### config.mk
export PLATFORM = sky130hd
export DESIGN_NAME = decim_fir_ctl
export DESIGN_NICKNAME = d
export VERILOG_FILES = /design/src/rtl/fir_pkg.sv /design/src/rtl/fir_datapath.sv /design/src/rtl/fir_control.sv /design/src/rtl/decim_fir_ctl.sv
export SDC_FILE = /design/constraint.sdc
export NUM_CORES = 1
export LEC_CHECK = 0
export BUFFER_PORTS_ARGS = -buffer_cell sky130_fd_sc_hd__buf_2
export CAP_MARGIN = 10
export CELL_PAD_IN_SITES_DETAIL_PLACEMENT = 0
export CELL_PAD_IN_SITES_GLOBAL_PLACEMENT = 1
export CORE_AREA = 2 2 227 229
export CTS_CLUSTER_SIZE = 10
export DETAILED_ROUTE_END_ITERATION = 8
export DIE_AREA = 0 0 229 231
export PLACE_DENSITY = 0.95
export SYNTH_ARGS = -nofsm -noshare
export SYNTH_HDL_FRONTEND = slang
export SYNTH_HIERARCHICAL = 1
export SYNTH_SLANG_ARGS = --single-unit
### constraint.sdc
create_clock -name clk -period 25.7 [get_ports clk]
set_input_delay 1.285 -clock clk [delete_from_list [all_inputs] [get_ports clk]]
set_output_delay 1.285 -clock clk [all_outputs]
set_load 0.1 [all_outputs]
### src/rtl/fir_pkg.sv
package fir_pkg;
  typedef enum logic [2:0] {
    ST_IDLE, ST_FLUSH, ST_SHIFT, ST_MAC, ST_OUT, ST_RESET
  } ctlState_t;

  typedef struct packed {
    logic clearAll;   // soft reset: taps, accumulator, output buffer
    logic clearTaps;  // flush: delay line only
    logic shiftIn;    // push buffered sample into tap 0
    logic accClear;   // start of a MAC sequence
    logic macStep;    // accumulate one tap
    logic loadOut;    // move saturated result into output buffer
    logic tagFlush;   // forwarded flush marker for the loaded word
  } dpStrobe_t;

  localparam logic [1:0] MODE_OFF     = 2'd0;
  localparam logic [1:0] MODE_CASCADE = 2'd2;
endpackage

### src/rtl/fir_datapath.sv
module fir_datapath import fir_pkg::*; #(
  parameter int N_TAPS    = 8,
  parameter int DATA_W    = 16,
  parameter int COEF_W    = 16,
  parameter int ACC_W     = 36,
  parameter int FRAC_BITS = 15,
  parameter int IDX_W     = 3
) (
  input  logic                       clk,
  input  logic                       rstN,
  input  dpStrobe_t                  strobe,
  input  logic [IDX_W-1:0]           macIdx,
  input  logic [DATA_W-1:0]          sampleIn,
  input  logic [N_TAPS*COEF_W-1:0]   coefFlat,
  input  logic                       outRead,
  output logic                       outValid,
  output logic [DATA_W-1:0]          outData,
  output logic                       outFlush
);
  localparam int PROD_W = DATA_W + COEF_W;

  logic signed [DATA_W-1:0] taps [N_TAPS];
  logic signed [ACC_W-1:0]  acc;
  logic signed [COEF_W-1:0] coefSel;
  logic signed [PROD_W-1:0] prod;
  logic signed [ACC_W-1:0]  scaled;
  logic [DATA_W-1:0]        satVal;
  logic                     fits;
  logic                     tapsZero;

  assign coefSel = coefFlat[macIdx*COEF_W +: COEF_W];
  assign prod    = taps[macIdx] * coefSel;
  assign scaled  = acc >>> FRAC_BITS;
  assign fits    = scaled[ACC_W-1:DATA_W-1] == {(ACC_W-DATA_W+1){scaled[DATA_W-1]}};

  always_comb begin
    if (fits)                satVal = scaled[DATA_W-1:0];
    else if (scaled[ACC_W-1]) satVal = {1'b1, {(DATA_W-1){1'b0}}};
    else                     satVal = {1'b0, {(DATA_W-1){1'b1}}};
  end

  always_ff @(posedge clk) begin
    if (!rstN || strobe.clearAll || strobe.clearTaps) begin
      for (int k = 0; k < N_TAPS; k++) taps[k] <= '0;
    end else if (strobe.shiftIn) begin
      taps[0] <= sampleIn;
      for (int k = 1; k < N_TAPS; k++) taps[k] <= taps[k-1];
    end
  end

  always_ff @(posedge clk) begin
    if (!rstN || strobe.clearAll || strobe.accClear) acc <= '0;
    else if (strobe.macStep) acc <= acc + {{(ACC_W-PROD_W){prod[PROD_W-1]}}, prod};
  end

  always_ff @(posedge clk) begin
    if (!rstN || strobe.clearAll) begin
      outValid <= 1'b0;
      outData  <= '0;
      outFlush <= 1'b0;
    end else if (strobe.loadOut) begin
      outValid <= 1'b1;
      outData  <= satVal;
      outFlush <= strobe.tagFlush;
    end else if (outRead) begin
      outValid <= 1'b0;
    end
  end

  always_comb begin
    tapsZero = 1'b1;
    for (int k = 0; k < N_TAPS; k++) if (taps[k] != '0) tapsZero = 1'b0;
  end

  assert_out_hold_R13: assert property (@(posedge clk) disable iff (!rstN)
    (outValid && !outRead && !strobe.clearAll) |=> (outValid && $stable(outData)))
    else $error("result changed before it was read");
  assert_no_overwrite_R13: assert property (@(posedge clk) disable iff (!rstN)
    strobe.loadOut |-> !outValid)
    else $error("output buffer overwritten");
  assert_flush_zeroes_R3: assert property (@(posedge clk) disable iff (!rstN)
    strobe.clearTaps |=> tapsZero)
    else $error("flush left a nonzero tap");
  assert_reset_zeroes_R7: assert property (@(posedge clk) disable iff (!rstN)
    strobe.clearAll |=> (tapsZero && !outValid))
    else $error("soft reset left state behind");
endmodule

### src/rtl/fir_control.sv
module fir_control import fir_pkg::*; #(
  parameter int N_TAPS = 8,
  parameter int DATA_W = 16,
  parameter int DEC_W  = 4,
  parameter int IDX_W  = 3
) (
  input  logic              clk,
  input  logic              rstN,
  input  logic              inValid,
  input  logic              inSample,
  input  logic              inFlush,
  input  logic [DATA_W-1:0] inData,
  output logic              inReady,
  input  logic [1:0]        cfgMode,
  input  logic              cfgInDis,
  input  logic              cfgFreeze,
  input  logic [DEC_W-1:0]  cfgDecim,
  input  logic              softReset,
  input  logic              outFull,
  output dpStrobe_t         strobe,
  output logic [IDX_W-1:0]  macIdx,
  output logic [DATA_W-1:0] sampleOut,
  output logic              busy,
  output logic              inPending
);
  ctlState_t         state;
  logic              bufValid, bufSample, bufFlush, pendFlush;
  logic [DATA_W-1:0] bufData;
  logic [DEC_W-1:0]  decCount;
  logic [IDX_W-1:0]  idx;

  assign inReady   = !bufValid && !cfgInDis && (state != ST_RESET);
  assign busy      = bufValid || (state != ST_IDLE);
  assign inPending = bufValid;
  assign macIdx    = idx;
  assign sampleOut = bufData;

  always_ff @(posedge clk) begin
    if (!rstN) begin
      state <= ST_IDLE; bufValid <= 1'b0; bufSample <= 1'b0; bufFlush <= 1'b0;
      bufData <= '0; decCount <= '0; idx <= '0; pendFlush <= 1'b0;
    end else begin
      if (softReset) begin
        state <= ST_RESET;
      end else begin
        case (state)
          ST_RESET: begin
            bufValid <= 1'b0; decCount <= '0; idx <= '0; pendFlush <= 1'b0;
            state <= ST_IDLE;
          end
          ST_IDLE: if (bufValid && !cfgFreeze) begin
            if (cfgMode == MODE_OFF) bufValid <= 1'b0;
            else if (bufFlush)       state <= ST_FLUSH;
            else if (bufSample)      state <= ST_SHIFT;
            else                     bufValid <= 1'b0;
          end
          ST_FLUSH: begin
            if (cfgMode == MODE_CASCADE) pendFlush <= 1'b1;
            if (bufSample) state <= ST_SHIFT;
            else begin bufValid <= 1'b0; state <= ST_IDLE; end
          end
          ST_SHIFT: begin
            bufValid <= 1'b0;
            if (decCount >= cfgDecim) begin
              decCount <= '0; idx <= '0; state <= ST_MAC;
            end else begin
              decCount <= decCount + 1'b1; state <= ST_IDLE;
            end
          end
          ST_MAC: begin
            idx <= idx + 1'b1;
            if (idx == IDX_W'(N_TAPS-1)) state <= ST_OUT;
          end
          ST_OUT: if (!outFull) begin
            pendFlush <= 1'b0; state <= ST_IDLE;
          end
          default: state <= ST_IDLE;
        endcase
      end
      if (inValid && inReady) begin
        bufValid <= 1'b1; bufSample <= inSample; bufFlush <= inFlush; bufData <= inData;
      end
    end
  end

  always_comb begin
    strobe          = '0;
    strobe.clearAll  = (state == ST_RESET);
    strobe.clearTaps = (state == ST_FLUSH);
    strobe.shiftIn   = (state == ST_SHIFT);
    strobe.accClear  = (state == ST_SHIFT);
    strobe.macStep   = (state == ST_MAC);
    strobe.loadOut   = (state == ST_OUT) && !outFull;
    strobe.tagFlush  = pendFlush;
    if (softReset) begin
      strobe.clearTaps = 1'b0; strobe.shiftIn = 1'b0; strobe.accClear = 1'b0;
      strobe.macStep = 1'b0; strobe.loadOut = 1'b0;
    end
  end

  assert_reset_first_R10: assert property (@(posedge clk) disable iff (!rstN)
    softReset |=> (state == ST_RESET))
    else $error("soft reset did not take priority");
  assert_reset_drops_buf_R9: assert property (@(posedge clk) disable iff (!rstN)
    (state == ST_RESET && !softReset) |=> (state == ST_IDLE && !bufValid && decCount == '0))
    else $error("soft reset kept buffered work");
  assert_frozen_idle_R11: assert property (@(posedge clk) disable iff (!rstN)
    (state == ST_IDLE && cfgFreeze && !softReset) |=> (state == ST_IDLE))
    else $error("work started while frozen");
endmodule

### src/rtl/decim_fir_ctl.sv
module decim_fir_ctl import fir_pkg::*; #(
  parameter int N_TAPS    = 8,
  parameter int DATA_W    = 16,
  parameter int COEF_W    = 16,
  parameter int ACC_W     = 36,
  parameter int FRAC_BITS = 15,
  parameter int DEC_W     = 4,
  parameter int ADDR_W    = 4
) (
  input  logic              clk,
  input  logic              rstN,
  input  logic              inValid,
  output logic              inReady,
  input  logic [DATA_W-1:0] inData,
  input  logic              inSample,
  input  logic              inFlush,
  output logic              outValid,
  output logic [DATA_W-1:0] outData,
  output logic              outFlush,
  input  logic              outRead,
  input  logic              regWe,
  input  logic [ADDR_W-1:0] regAddr,
  input  logic [COEF_W-1:0] regWdata,
  output logic [COEF_W-1:0] regRdata
);
  localparam int IDX_W     = $clog2(N_TAPS);
  localparam int SRES_BIT  = 4 + DEC_W;
  localparam int COEF_BASE = (1 << ADDR_W) - N_TAPS;
  localparam logic [ADDR_W-1:0] ADDR_CTRL = '0;
  localparam logic [ADDR_W-1:0] ADDR_STAT = ADDR_W'(1);

  logic [SRES_BIT-1:0]        cfgReg;
  logic [COEF_W-1:0]          coefReg [N_TAPS];
  logic [N_TAPS*COEF_W-1:0]   coefFlat;
  logic                       softReset, busy, inPending;
  dpStrobe_t                  strobe;
  logic [IDX_W-1:0]           macIdx;
  logic [DATA_W-1:0]          sampleBus;

  assign softReset = regWe && (regAddr == ADDR_CTRL) && regWdata[SRES_BIT];

  always_ff @(posedge clk) begin
    if (!rstN) cfgReg <= '0;
    else if (regWe && regAddr == ADDR_CTRL) cfgReg <= regWdata[SRES_BIT-1:0];
  end

  for (genvar g = 0; g < N_TAPS; g++) begin : gCoef
    always_ff @(posedge clk) begin
      if (!rstN) coefReg[g] <= '0;
      else if (regWe && regAddr == ADDR_W'(COEF_BASE + g)) coefReg[g] <= regWdata;
    end
    assign coefFlat[g*COEF_W +: COEF_W] = coefReg[g];
  end

  always_comb begin
    regRdata = '0;
    if (regAddr == ADDR_CTRL) regRdata = {{(COEF_W-SRES_BIT){1'b0}}, cfgReg};
    else if (regAddr == ADDR_STAT) regRdata = {{(COEF_W-3){1'b0}}, inPending, outValid, busy};
    for (int g = 0; g < N_TAPS; g++)
      if (regAddr == ADDR_W'(COEF_BASE + g)) regRdata = coefReg[g];
  end

  fir_control #(.N_TAPS(N_TAPS), .DATA_W(DATA_W), .DEC_W(DEC_W), .IDX_W(IDX_W)) uCtl (
    .clk(clk), .rstN(rstN), .inValid(inValid), .inSample(inSample), .inFlush(inFlush),
    .inData(inData), .inReady(inReady), .cfgMode(cfgReg[1:0]), .cfgInDis(cfgReg[2]),
    .cfgFreeze(cfgReg[3]), .cfgDecim(cfgReg[4 +: DEC_W]), .softReset(softReset),
    .outFull(outValid), .strobe(strobe), .macIdx(macIdx), .sampleOut(sampleBus),
    .busy(busy), .inPending(inPending));

  fir_datapath #(.N_TAPS(N_TAPS), .DATA_W(DATA_W), .COEF_W(COEF_W), .ACC_W(ACC_W),
                 .FRAC_BITS(FRAC_BITS), .IDX_W(IDX_W)) uDp (
    .clk(clk), .rstN(rstN), .strobe(strobe), .macIdx(macIdx), .sampleIn(sampleBus),
    .coefFlat(coefFlat), .outRead(outRead), .outValid(outValid), .outData(outData),
    .outFlush(outFlush));
endmodule

**Word-level counts from Yosys, hierarchy flattened**

Memory sizes are Yosys's and may differ from the RTL's. A register that Yosys moved wholly into a read port is not among the register bits.
Index checks and enable logic that the tools add are counted.

- Logic and storage cells: 201
- Output and inout bits: 35
- Bits in writable memories: 256
- Memories: 2
- Register bits: 92
- Bits in latches: 0
- Bits in read-only memories: 0
- Input bits: 43

- Add/subtract/negate cells: 3
- Muxes and demuxes: 87
- Magnitude comparators: 1
- Multipliers: 1
- Bitwise gates (word level): 18
- Shift-type cells: 1
- Div/mod/pow operators: 0
- Reductions and logical operators: 41
- Equality and inequality tests: 33

Memory list:

| memory | words | bits a word | read ports | clocked after Yosys merged registers in | write ports | line | RTL |
|---|---|---|---|---|---|---|---|
| coefReg | 8 | 16 | 8 | 0 | 8 | decim_fir_ctl.sv:33 | `logic [COEF_W-1:0] coefReg [N_TAPS];` |
| uDp.taps | 8 | 16 | 8 | 1 | 8 | fir_datapath.sv:22 | `logic signed [DATA_W-1:0] taps [N_TAPS];` |

Operator list:

| kind | count |
|---|---|
| 16-bit 2-to-1 mux | 26 |
| 128-bit by 8-bit variable part select with 16-bit output | 1 |
| 1-bit 2-to-1 mux | 40 |
| 36-bit adder | 1 |
| 3-bit 2-to-1 mux | 11 |
| 4-bit equality test, second input constant | 8 |
| 16-bit by 16-bit multiplier with 32-bit output | 1 |
| 20-bit equality test | 1 |
| 1-bit OR | 16 |
| 1-bit logical AND | 15 |
| 3-bit case mux with 5 select lines | 1 |
| 2-bit by 1-bit != test with 1-bit output, second input constant | 5 |
| 5-bit AND reduction | 2 |
| 3-bit equality test, second input constant | 3 |
| 3-bit != test, second input constant | 3 |
| 3-bit case mux with 3 select lines | 1 |
| 3-bit nonzero test | 3 |
| 8-bit 2-to-1 mux | 1 |
| 4-bit case mux with 2 select lines | 1 |
| 4-bit AND reduction | 2 |
| 3-bit by 2-bit equality test with 1-bit output, second input constant | 2 |
| 3-bit by 1-bit != test with 1-bit output, second input constant | 2 |
| 3-bit by 2-bit != test with 1-bit output, second input constant | 2 |
| 1-bit case mux with 3 select lines | 2 |
| other kinds (23) | 35 |

**Depth between registers and ports, before layout**

Gate-level depths: netlist (run 1).

- Word-level depth: 12
- Depth in mapped cells: 39
- Mapped depth without buffers: 37

**Cells and area by module**

The synthesis (run 1) kept the hierarchy.

Modules (own cells, without submodules):

| module | cells each | seq. area each (sq um) | instances | area each (sq um) |
|---|---|---|---|---|
| fir_datapath | 1,913 | 4,924.7 | 1 | 20,012.9 |
| decim_fir_ctl | 524 | 4,003.8 | 1 | 6,476.2 |
| fir_control | 189 | 600.6 | 1 | 1,498.9 |

**Worst setup path before layout (run 1)**

OpenSTA, ideal clock, no wires.

- Kind: flip-flop to flip-flop
- Start point: reg uCtl.idx[0], in the netlist uCtl/macIdx[0]
- End point: reg uDp.acc[35]
- Setup slack: 16.318 ns
- Stages on the path, launching flop included: 37
- Buffers on the path: 3
- Data arrival time: 9.311 ns
- Cell sequence: dfxtp_1 buf_2 buf_2 buf_2 mux4_2 mux2i_1 nor2_1 fa_1 inv_1 fa_1 fa_1 fa_1 inv_1 fa_1 inv_1 fa_1 inv_1 ha_1 a21o_1 a21o_1 a21oi_1 a21oi_1 a211oi_1 o31ai_1 a311oi_2 o21bai_1 a41oi_1 xnor2_1 ha_1 a2111oi_0 a21oi_1 a31oi_1 o21ai_2 a31oi_1 xor3_1 or3_1 a21oi_1

- Longest elaborated chain between the ends: 3

Ends and longest elaborated chain:

| what | line | RTL |
|---|---|---|
| start: declaration | fir_control.sv:30 | `logic [IDX_W-1:0] idx;` |
| start signal: assignment | fir_control.sv:71 | `idx <= idx + 1'b1;` |
| 128-bit by 8-bit variable part select with 16-bit output | fir_datapath.sv:31 | `assign coefSel = coefFlat[macIdx*COEF_W +: COEF_W];` |
| 16-bit by 16-bit multiplier with 32-bit output | fir_datapath.sv:32 | `assign prod = taps[macIdx] * coefSel;` |
| 36-bit adder | fir_datapath.sv:53 | `else if (strobe.macStep) acc <= acc + {{(ACC_W-PROD_W){prod[PROD_W-1]}}, prod};` |
| end signal: assignment | fir_datapath.sv:53 |  |
| end: declaration | fir_datapath.sv:23 | `logic signed [ACC_W-1:0] acc;` |

No other way between the ends.
A chain may end at the register's enable or synchronous reset.

**Final worst setup path (run 1)**

Ends and elaborated chain as after synthesis.

==> results of run 1 <==
[final cells by class]
type	instances	share of cell area (%)
flip-flops and latches	348	31.5
multi-input cells	1835	55.5
repair buffers	116	2.25
well taps	680	2.81
clock buffers	69	3.87
inverters	324	4.01
clock inverters	4	0.120
[registers in the layout, indices dropped and copies added, names as in the netlist]
name            flops
uCtl/macIdx         3
uDp/outFlush        1
uCtl/pendFlush      1
uCtl/decCount       4
uCtl/sampleOut     16
uDp/taps          128
uDp/acc            36
uDp/outValid        1
uCtl/bufSample      1
uCtl/inPending      1
uCtl/bufFlush       1
uCtl/state          3
coefReg           128
uDp/outData        16
cfgReg              8
[layer usage]
layer  global-route usage (%)  share of wire [%]  up-vias
li1                         -                  -     9007
met1                     33.5                 38    10100
met2                     46.9                 49      904
met3                     4.48                7.4      237
met4                     13.5                5.3        0
met5                        0                  0        -
[per-stage QoR]
step	worst slack, ns	hold slack (ns)	cell area [µm²]	total power [µW]
finish	14.90	0.450	30300	3610
global route	14.26	0.479	30300	3930
CTS	14.93	0.453	30300	3600
detailed placement	14.98	0.445	29100	3040
global placement	15.19	0.440	29100	2990
floorplan	16.32	0.432	28000	2550
[logic make-up after synthesis]
family	synth area share (%)
buffers and inverters	6.19
AO/OA/AOI/OAI	8.84
adder cells (fa/ha/maj)	24.4
multiplexers	9.20
AND/OR/NAND/NOR	15.3
XOR/XNOR	2.03
flip-flops	34.0
[placed cells by master (no fill, tap or decap), types with 89 or more instances in the layout]
| cell | netlist | final |
|---|---|---|
| sky130_fd_sc_hd__edfxtp_1 | 256 | 256 |
| sky130_fd_sc_hd__and3_1 | 104 | 104 |
| sky130_fd_sc_hd__a21oi_1 | 114 | 114 |
| sky130_fd_sc_hd__inv_1 | 320 | 320 |
| sky130_fd_sc_hd__nand2_1 | 195 | 195 |
| sky130_fd_sc_hd__fa_1 | 263 | 263 |
| sky130_fd_sc_hd__dfxtp_1 | 92 | 89 |
| sky130_fd_sc_hd__nor2_1 | 246 | 243 |
| sky130_fd_sc_hd__and2_1 | 162 | 162 |
| sky130_fd_sc_hd__ha_1 | 125 | 125 |
[worst max-delay path by stage]
stage                                    end  slack [ns]  cells past startpoint
floorplan           uDp/acc[35]$_SDFFE_PP0P_       16.32                     36
CTS                 uDp/acc[35]$_SDFFE_PP0P_       14.93                     34
global placement    uDp/acc[35]$_SDFFE_PP0P_       15.19                     34
detailed placement  uDp/acc[35]$_SDFFE_PP0P_       14.98                     34
global route        uDp/acc[35]$_SDFFE_PP0P_       14.26                     34
finish              uDp/acc[35]$_SDFFE_PP0P_       14.90                     34
[report_power, final]
group          internal, µW  total (µW)  switching (µW)
Combinational          1000        2440            1430
Sequential              627         640            13.2
Clock                   310         536             226
Total                  1940        3610            1670
[worst register-to-register path: cells and delay by family (launching register included)]
family          cells  cell delay, ns
buf+inv             5            0.97
simple gates        2            0.43
mux                 2            1.47
flops               1            0.67
xor+xnor            2            0.44
fa+ha+maj           8            3.61
compound gates     15            3.18
==> flow_summary_export.csv, run 1 <==
group,metric,value,unit
run_status,status,"finished clean",
synthesis,synth-async-reset-ratio,0,%
clock_tree,tritoncts,"built",
setup_path,critPathMaxStageDelay,0.79,ns
worst_hold_path,worst_hold_end,"uCtl/sampleOut[0]$_SDFFE_PN0P_",
pwr,pwr_density_cell,119,nW/µm²
clock_tree,cts-buffers-inserted,42,
place,place.port_buffers,77,
setup_path,regToRegEndpoint,"uDp/acc[35]$_SDFFE_PP0P_",
timing,final-setup-viol-count,0,
floorplanning,die_h,231,µm
timing,timing.slew.headroom,12.6,%
layout,final_cells,3376,
place,dp_hpwl,51.6,mm
layout,register_area,9540,µm²
synthesis,synth-warning-count,6,
timing,final-max-slew-violation-count,0,
timing,layout_worst_path_cycle_share,42.0,%
route,drtAntennaViolNets,0,
floorplanning,die_w,229,µm
clock_tree,max-clock-path-buffers,3,
clock_tree,cts_post_setup_buffers_inserted,0,
synthesis,ys_flop_type,"sky130_fd_sc_hd__edfxtp_1",
global_route,gr-usage-all-layers,27.3,%
worst_hold_path,worst_hold_path.num_cells,2,
layout,num-fill-cells,4188,
route,post-route-drc-count,0,
timing,finalHoldViolations,0,
worst_hold_path,min-delay-start,"uCtl/sampleOut[0]$_SDFFE_PN0P_",
route,avgViaCountPerCell,5.98,
synthesis,post_synth_inst_count,2626,
synthesis,count_of_distinct_cell_types_in_the_synthesized_netlist,93,
layout,antenna-diode-count,0,
worst_hold_path,worstHoldPathType,"reg -> reg",
timing,final.min_clock_period,10.80,ns
global_route,first_global_vias,21300,
setup_path,timing.critical_path.required,26.19,ns
clock_tree,root_buffer,"sky130_fd_sc_hd__clkbuf_16",
global_route,antenna_found_initial,0,
synthesis,synth-seq-cells,348,
route,drt-total-wl,70.6,mm
clock_tree,sinks_on_the_clock_net,348,
synthesis,synth.avg_cell_area,10.7,µm²
synthesis,post-synth-top-area-cell,"sky130_fd_sc_hd__edfxtp_1",
synthesis,synth_top_cells_by_area,"sky130_fd_sc_hd__edfxtp_1, sky130_fd_sc_hd__fa_1, sky130_fd_sc_hd__dfxtp_1, sky130_fd_sc_hd__mux4_2, sky130_fd_sc_hd__ha_1",
pwr,peakVddDrop,0.000143,V
setup_path,setup_slack_of_the_most_critical_reg_to_reg_path,14.90,ns
run,cap_viol_max_count,0,
setup_path,crit_family,"adder cells",
timing,setup_tns,0,ns
global_route,maximum_number_of_pins_on_one_net_before_global_route_repair,129,
clock_tree,postCtsResizedCells,0,
place,place.gp.congestion,0.942,
setup_path,endpoint_kind,"flop",
layout,post_route_cells_drive_above_1_share,11.8,%
setup_path,setup.worst_path.start_class,"flop",
layout,postLayoutCoreUtil,59.8,%
synthesis,ys_top_cells_by_count,"sky130_fd_sc_hd__inv_1, sky130_fd_sc_hd__fa_1, sky130_fd_sc_hd__edfxtp_1",
floorplanning,fp.coreArea,50700,µm²
synthesis,mappedNetlistArea,28000,µm²
timing,timing.fmax,92.6,MHz
layout,layout-area-overhead-vs-synth,8.23,%
timing,rsz0062_at_grt,"no",
floorplanning,initial_utilization,55.2,%
clock_tree,h-tree-depth,2,
timing,tightest_pin_transition,1.31,ns
setup_path,crit_type,"reg -> reg",
place,dp.cells,3302,
floorplanning,ios,78,
clock_tree,worst_skew_pair.late_latency,0.56,ns
synthesis,number_of_enable_flip_flop_cells_after_synthesis,256,
layout,multi_input_comb_area,16800,µm²
synthesis,synth_nets,3057,
layout,nNetsFinal,3098,
setup_path,crit_path_frequent_cell,"sky130_fd_sc_hd__fa_1",
route,drtIter0Drc,1794,
setup_path,path_max_fanout,42,
synthesis,synth-seq-area-share,34.0,%
route,firstDrtPassIters,7,
route,wl_per_cell,20.9,µm
setup_path,timing.critical_path.from,"uCtl/macIdx[0]$_SDFFE_PN0P_",
global_route,first_pass_grt_wire_length,113,mm
setup_path,path_buf_inv,5,
clock_tree,clk_pin_slew_worst_paths,0.06,ns
timing,finalClockSkew,0.0236,ns
setup_path,worst_path_max_delay_cell,"sky130_fd_sc_hd__mux2i_1",
setup_path,arrival,11.29,ns
route,via_count,20200,
floorplanning,floorplan.die_area,52900,µm²
setup_path,regToRegStartpoint,"uCtl/macIdx[0]$_SDFFE_PN0P_",
clock_tree,cts_hold_buf,0,
pwr,leak,0.0130,µW
setup_path,worst_r2r_path_depth,34,
floorplanning,num_rows,83,
global_route,grt_overflow,0,
synthesis,synth_largest_type_area_fraction,27.5,%
synthesis,post-synth-top-count-cell,"sky130_fd_sc_hd__inv_1",
Note: power is estimated with default switching activity, not from simulation.
==> run 2: changes to the inputs <==
--- a/config.mk
+++ b/config.mk
@@ -9,11 +9,11 @@
 export CAP_MARGIN = 10
 export CELL_PAD_IN_SITES_DETAIL_PLACEMENT = 0
 export CELL_PAD_IN_SITES_GLOBAL_PLACEMENT = 1
-export CORE_AREA = 2 2 227 229
+export CORE_AREA = 2 2 248 250
 export CTS_CLUSTER_SIZE = 10
 export DETAILED_ROUTE_END_ITERATION = 8
-export DIE_AREA = 0 0 229 231
-export PLACE_DENSITY = 0.95
+export DIE_AREA = 0 0 250 252
+export PLACE_DENSITY = 0.87
 export SYNTH_ARGS = -nofsm -noshare
 export SYNTH_HDL_FRONTEND = slang
 export SYNTH_HIERARCHICAL = 1
==> constraint.sdc (replaced) <==
create_clock -name clk -period 9.2 [get_ports clk]
set_input_delay 0.46 -clock clk [delete_from_list [all_inputs] [get_ports clk]]
set_output_delay 0.46 -clock clk [all_outputs]
set_load 0.1 [all_outputs]
==> flow_summary_export.csv, run 2 (same netlist as run 1, synthesis figures left out) <==
group,metric,value,unit
floorplanning,die_w,250,µm
floorplanning,die_h,252,µm
setup_path,timing.critical_path.required,9.71,ns
route,wl_per_cell,20.5,µm
route,firstDrtPassIters,5,
layout,postLayoutCoreUtil,53.3,%
floorplanning,num_rows,90,
clock_tree,sinks_on_the_clock_net,348,
run,cap_viol_max_count,0,
timing,timing.slew.headroom,10.1,%
layout,post_route_cells_drive_above_1_share,17.8,%
setup_path,regToRegEndpoint,"uDp/acc[35]$_SDFFE_PP0P_",
global_route,grt_overflow,0,
place,dp_hpwl,54.7,mm
global_route,first_global_vias,21800,
setup_path,endpoint_kind,"flop",
place,dp.cells,3512,
timing,rsz0062_at_grt,"yes",
setup_path,worst_r2r_path_depth,38,
floorplanning,floorplan.die_area,63000,µm²
clock_tree,cts-buffers-inserted,42,
pwr,pwr_density_cell,354,nW/µm²
floorplanning,ios,78,
layout,antenna-diode-count,0,
timing,hold_slack,0.111,ns
global_route,first_pass_grt_wire_length,118,mm
layout,layout-area-overhead-vs-synth,14.4,%
global_route,gr-usage-all-layers,23.7,%
clock_tree,tritoncts,"built",
pwr,leak,0.0139,µW
timing,final.min_clock_period,9.01,ns
floorplanning,fp.coreArea,60100,µm²
timing,final-setup-viol-count,0,
setup_path,crit_path_frequent_cell,"sky130_fd_sc_hd__fa_1",
worst_hold_path,min-delay-start,"inData[11]",
route,avgViaCountPerCell,5.68,
timing,finalClockSkew,0.0470,ns
layout,nNetsFinal,3245,
setup_path,arrival,9.52,ns
layout,commonest_cells_after_routing_fill_and_taps_aside,"sky130_fd_sc_hd__inv_1, sky130_fd_sc_hd__fa_1, sky130_fd_sc_hd__edfxtp_1",
setup_path,crit_type,"reg -> reg",
timing,tightest_pin_transition,1.34,ns
floorplanning,initial_utilization,46.5,%
route,drtAntennaViolNets,0,
setup_path,regToRegStartpoint,"uCtl/macIdx[0]$_SDFFE_PN0P_",
clock_tree,clk_pin_slew_worst_paths,0.06,ns
pwr,design_power_total,11300,µW
worst_hold_path,worst_hold_end,"uCtl/sampleOut[11]$_SDFFE_PN0P_",
route,via_count,20600,
global_route,antenna_found_initial,1,
worst_hold_path,worstHoldPathType,"in -> reg",
clock_tree,root_buffer,"sky130_fd_sc_hd__clkbuf_16",
setup_path,critPathMaxStageDelay,0.54,ns
setup_path,setup_slack_of_the_most_critical_reg_to_reg_path,0.19,ns
run_status,status,"finished clean",
layout,leading_cell_type_in_the_layout_fill_and_taps_excluded,"sky130_fd_sc_hd__inv_1",
setup_path,worst_path_max_delay_cell,"sky130_fd_sc_hd__fa_1",
route,drt-total-wl,74.3,mm
setup_path,setup.worst_path.start_class,"flop",
global_route,maximum_number_of_pins_on_one_net_before_global_route_repair,129,
route,post-route-drc-count,0,
timing,finalHoldViolations,0,
clock_tree,h-tree-depth,2,
worst_hold_path,worst_hold_path.num_cells,3,
place,place.port_buffers,77,
layout,final_cells,3628,
clock_tree,worst_skew_pair.late_latency,0.59,ns
clock_tree,max-clock-path-buffers,3,
timing,final-max-slew-violation-count,0,
place,place.gp.congestion,0.953,
route,drtIter0Drc,1765,
pwr,peakVddDrop,0.000403,V
timing,timing.fmax,111,MHz
layout,reg_top3,"coefReg (128), uDp/taps (128), uDp/acc (36)",
timing,layout_worst_path_cycle_share,97.9,%
clock_tree,cts_hold_buf,0,
setup_path,path_max_fanout,7,
layout,num-fill-cells,5229,
## run 2: cell types whose count changed in the layout (fill, tap and decap cells not counted), moves of 5 or more
cell,change
sky130_fd_sc_hd__buf_6,+10
sky130_fd_sc_hd__mux2_4,+7
sky130_fd_sc_hd__inv_1,-5
sky130_fd_sc_hd__buf_12,+10
sky130_fd_sc_hd__inv_2,+5
sky130_fd_sc_hd__a21oi_1,-5
sky130_fd_sc_hd__a21oi_2,+5
sky130_fd_sc_hd__mux2_2,-7
sky130_fd_sc_hd__buf_4,+123
## run 2: what timing repair did
item	in CTS	in global routing
pin swaps	0	30
setup buffers	3	33
gates cloned	0	2
resized for setup	6	63
endpoints found under the setup margin	1	8
## run 2: worst max-delay path by stage
stage,start,end,slack (ns),cells after the start
floorplan,uCtl/macIdx[0]$_SDFFE_PN0P_,uDp/acc[35]$_SDFFE_PP0P_,0.01,36
global placement,uCtl/macIdx[0]$_SDFFE_PN0P_,uDp/acc[35]$_SDFFE_PP0P_,-0.05,32
detailed placement,uCtl/macIdx[0]$_SDFFE_PN0P_,uDp/acc[35]$_SDFFE_PP0P_,-0.27,33
CTS,uCtl/macIdx[0]$_SDFFE_PN0P_,uDp/acc[35]$_SDFFE_PP0P_,0.05,31
global route,uCtl/macIdx[0]$_SDFFE_PN0P_,uDp/acc[35]$_SDFFE_PP0P_,-0.21,38
finish,uCtl/macIdx[0]$_SDFFE_PN0P_,uDp/acc[35]$_SDFFE_PP0P_,0.19,38
## run 2: power by group
group	switching, µW	internal, µW	total, µW
clock	665	906	1570
combinational	4280	3690	7970
sequential	38.2	1750	1790
## run 2: critical path: cells and delay by family (launching register included)
kind / cells / cell delay (ns)
buffers and inverters: 8 / 0.90
AO/OA/AOI/OAI: 15 / 2.53
XOR/XNOR: 2 / 0.43
AND/OR/NAND/NOR: 3 / 0.50
flip-flops: 1 / 0.39
multiplexers: 2 / 0.70
adder cells (fa/ha/maj): 8 / 3.51
## run 2: per-layer routing
layer  GRT usage [%]  vias up  share of wire (%)
li1                -     9331                  -
met1            28.6    10300                 39
met4            10.4        0                4.4
met2            42.2      788                 50
met3            3.44      211                6.2
met5               0        -                  0
## run 2: through the flow
step	TNS [ns]	area [µm²]	setup slack (ns)
after floorplan	0	28000	0.0150
after global placement	-0.0531	30100	-0.0531
after detailed placement	-0.267	30100	-0.267
after CTS	0	31400	0.0499
after global routing	-0.254	32000	-0.209
final	0	32000	0.192
## run 2: layout make-up
type                       instances  area (µm²)  area share (%)
multi-input combinational       1835       17000            53.1
clock buffer                      69        1170            3.66
inverter                         324        1220            3.80
sequential                       348        9540            29.8
timing repair buffer             263        2000            6.24
tap                              782         978            3.05
clock inverter                     7         123           0.383
==> run 3: changes to the inputs <==
--- a/config.mk
+++ b/config.mk
@@ -5,14 +5,15 @@
 export SDC_FILE = /design/constraint.sdc
 export NUM_CORES = 1
 export LEC_CHECK = 0
-export BUFFER_PORTS_ARGS = -buffer_cell sky130_fd_sc_hd__buf_2
 export CAP_MARGIN = 10
 export CELL_PAD_IN_SITES_DETAIL_PLACEMENT = 0
 export CELL_PAD_IN_SITES_GLOBAL_PLACEMENT = 1
-export CORE_AREA = 2 2 248 250
+export CORE_AREA = 2 2 245 247
 export CTS_CLUSTER_SIZE = 10
 export DETAILED_ROUTE_END_ITERATION = 8
-export DIE_AREA = 0 0 250 252
+export DIE_AREA = 0 0 247 249
+export DONT_BUFFER_PORTS = 1
+export MAX_ROUTING_LAYER = met4
 export PLACE_DENSITY = 0.87
 export SYNTH_ARGS = -nofsm -noshare
 export SYNTH_HDL_FRONTEND = slang
==> flow_summary_export.csv, run 3 (same netlist as run 1, synthesis figures left out) <==
group,metric,value,unit
floorplanning,fp.coreArea,58700,µm²
setup_path,crit_path_frequent_cell,"sky130_fd_sc_hd__fa_1",
timing,layout_worst_path_cycle_share,96.5,%
timing,timing.slew.headroom,18.3,%
layout,antenna-diode-count,0,
setup_path,critPathMaxStageDelay,0.58,ns
pwr,design_power_total,11200,µW
place,dp.cells,3408,
route,drtAntennaViolNets,0,
setup_path,path_max_fanout,7,
clock_tree,sinks_on_the_clock_net,348,
global_route,first_pass_grt_wire_length,116,mm
worst_hold_path,worstHoldPathType,"in -> reg",
timing,hold_slack,0.0169,ns
layout,commonest_cells_after_routing_fill_and_taps_aside,"sky130_fd_sc_hd__inv_1, sky130_fd_sc_hd__fa_1, sky130_fd_sc_hd__edfxtp_1",
pwr,clock_power_share,14.3,%
timing,final-max-slew-violation-count,0,
setup_path,crit_type,"reg -> reg",
layout,post_route_cells_drive_above_1_share,14.6,%
pwr,power_switching_share,44.4,%
timing,final.min_clock_period,8.88,ns
clock_tree,clk_pin_slew_worst_paths,0.06,ns
clock_tree,h-tree-depth,2,
floorplanning,num_rows,89,
run,cap_viol_max_count,0,
clock_tree,cts-buffers-inserted,43,
pwr,p_int,6210,µW
route,via_count,20100,
setup_path,setup.worst_path.start_class,"flop",
layout,postLayoutCoreUtil,54.0,%
pwr,pwr_density_cell,352,nW/µm²
floorplanning,ios,78,
setup_path,arrival,9.38,ns
timing,finalHoldViolations,0,
pwr,leak,0.0135,µW
route,wl_per_cell,20.6,µm
timing,rsz0062_at_grt,"yes",
place,place.port_buffers,0,
setup_path,endpoint_kind,"flop",
layout,reg_top3,"coefReg (128), uDp/taps (128), uDp/acc (36)",
floorplanning,die_h,249,µm
layout,leading_cell_type_in_the_layout_fill_and_taps_excluded,"sky130_fd_sc_hd__inv_1",
route,avgViaCountPerCell,5.71,
clock_tree,max-clock-path-buffers,3,
timing,setup_tns,0,ns
setup_path,timing.critical_path.required,9.70,ns
timing,tightest_pin_transition,1.22,ns
timing,finalClockSkew,0.0295,ns
layout,final_cells,3525,
floorplanning,die_w,247,µm
clock_tree,worst_skew_pair.late_latency,0.59,ns
pwr,peakVddDrop,0.000514,V
route,drtIter0Drc,1773,
layout,layout-area-overhead-vs-synth,13.2,%
global_route,first_global_vias,21300,
place,place.gp.congestion,0.912,
pwr,power.net_switching,4950,µW
route,drt-total-wl,72.7,mm
global_route,gr-usage-all-layers,24.6,%
floorplanning,initial_utilization,47.7,%
global_route,maximum_number_of_pins_on_one_net_before_global_route_repair,129,
timing,final-setup-viol-count,0,
pwr,sequentialPowerShare,16.1,%
setup_path,worst_path_max_delay_cell,"sky130_fd_sc_hd__fa_1",
timing,timing.fmax,113,MHz
run_status,status,"finished clean",
floorplanning,floorplan.die_area,61500,µm²
layout,nNetsFinal,3150,
route,firstDrtPassIters,7,
global_route,antenna_found_initial,0,
route,post-route-drc-count,0,
place,dp_hpwl,54.0,mm
pwr,pwr-share-comb,69.6,%
clock_tree,tritoncts,"built",
clock_tree,root_buffer,"sky130_fd_sc_hd__clkbuf_16",
global_route,grt_overflow,0,
run 3: cell count changes in the layout (fill, tap and decap cells not counted), sizes merged:
cell / change
inv: +1
clkinvlp: +2
dlygate4sd3: +10
buf: -105
clkinv: -2
mux2: +1
bufinv: -1
run 3: area by class of cell:
class,instances,area (µm²)
tap,773,967
multi-input combinational,1836,17100
inverter,324,1220
fill,4975,27000
clock buffer,71,1220
timing repair buffer,166,1590
sequential,348,9540
clock inverter,7,97.6
run 3: power groups by stage:
| stage | clock [µW] | combinational, µW | sequential [µW] |
|---|---|---|---|
| after global routing | 1690 | 8680 | 1800 |
| after detailed placement | 0 | 7330 | 1820 |
| after global placement | 0 | 7220 | 1820 |
| final | 1600 | 7770 | 1790 |
| after floorplan | 0 | 5320 | 1810 |
| after CTS | 1620 | 7380 | 1790 |
run 3: worst paths after layout:
kind | start | to | slack (ns) | depth (start not counted)
min reg2reg | uCtl/sampleOut[1]$_SDFFE_PN0P_ | uCtl/sampleOut[1]$_SDFFE_PN0P_ | 0.46 | 2
min | inData[8] | uCtl/sampleOut[8]$_SDFFE_PN0P_ | 0.02 | 2
max reg2reg | uCtl/macIdx[0]$_SDFFE_PN0P_ | uDp/acc[35]$_SDFFE_PP0P_ | 0.32 | 35
max | uCtl/macIdx[0]$_SDFFE_PN0P_ | uDp/acc[35]$_SDFFE_PP0P_ | 0.32 | 35
run 3: metal layers:
layer  share of wire, %  GRT usage [%]
met1                 39           29.3
met2                 50           41.3
met3                6.7           4.00
met4                4.7           10.1
met5                  0              -
run 3: per-stage QoR:
stage | setup WS [ns] | instance area (µm²)
final | 0.319 | 31700
after global routing | -0.142 | 31700
after CTS | 0.0536 | 31200
after detailed placement | -0.103 | 29700
after global placement | -0.0937 | 29700
after floorplan | 0.0150 | 28000
run 3: worst max-delay path: cells and delay by family (launching register included):
kind	cells	cell delay, ns
xor+xnor	2	0.36
mux	2	0.82
buf+inv	6	0.62
fa+ha+maj	8	3.54
flops	1	0.39
compound gates	15	2.65
simple gates	2	0.40
run 3: repair_timing:
item	CTS	global route
setup endpoints to repair	1	7
hold buffers	10	0
gates resized for setup	0	54
hold endpoints to repair	12	0
buffers inserted	3	22
pin swaps	0	18
cloned	0	2
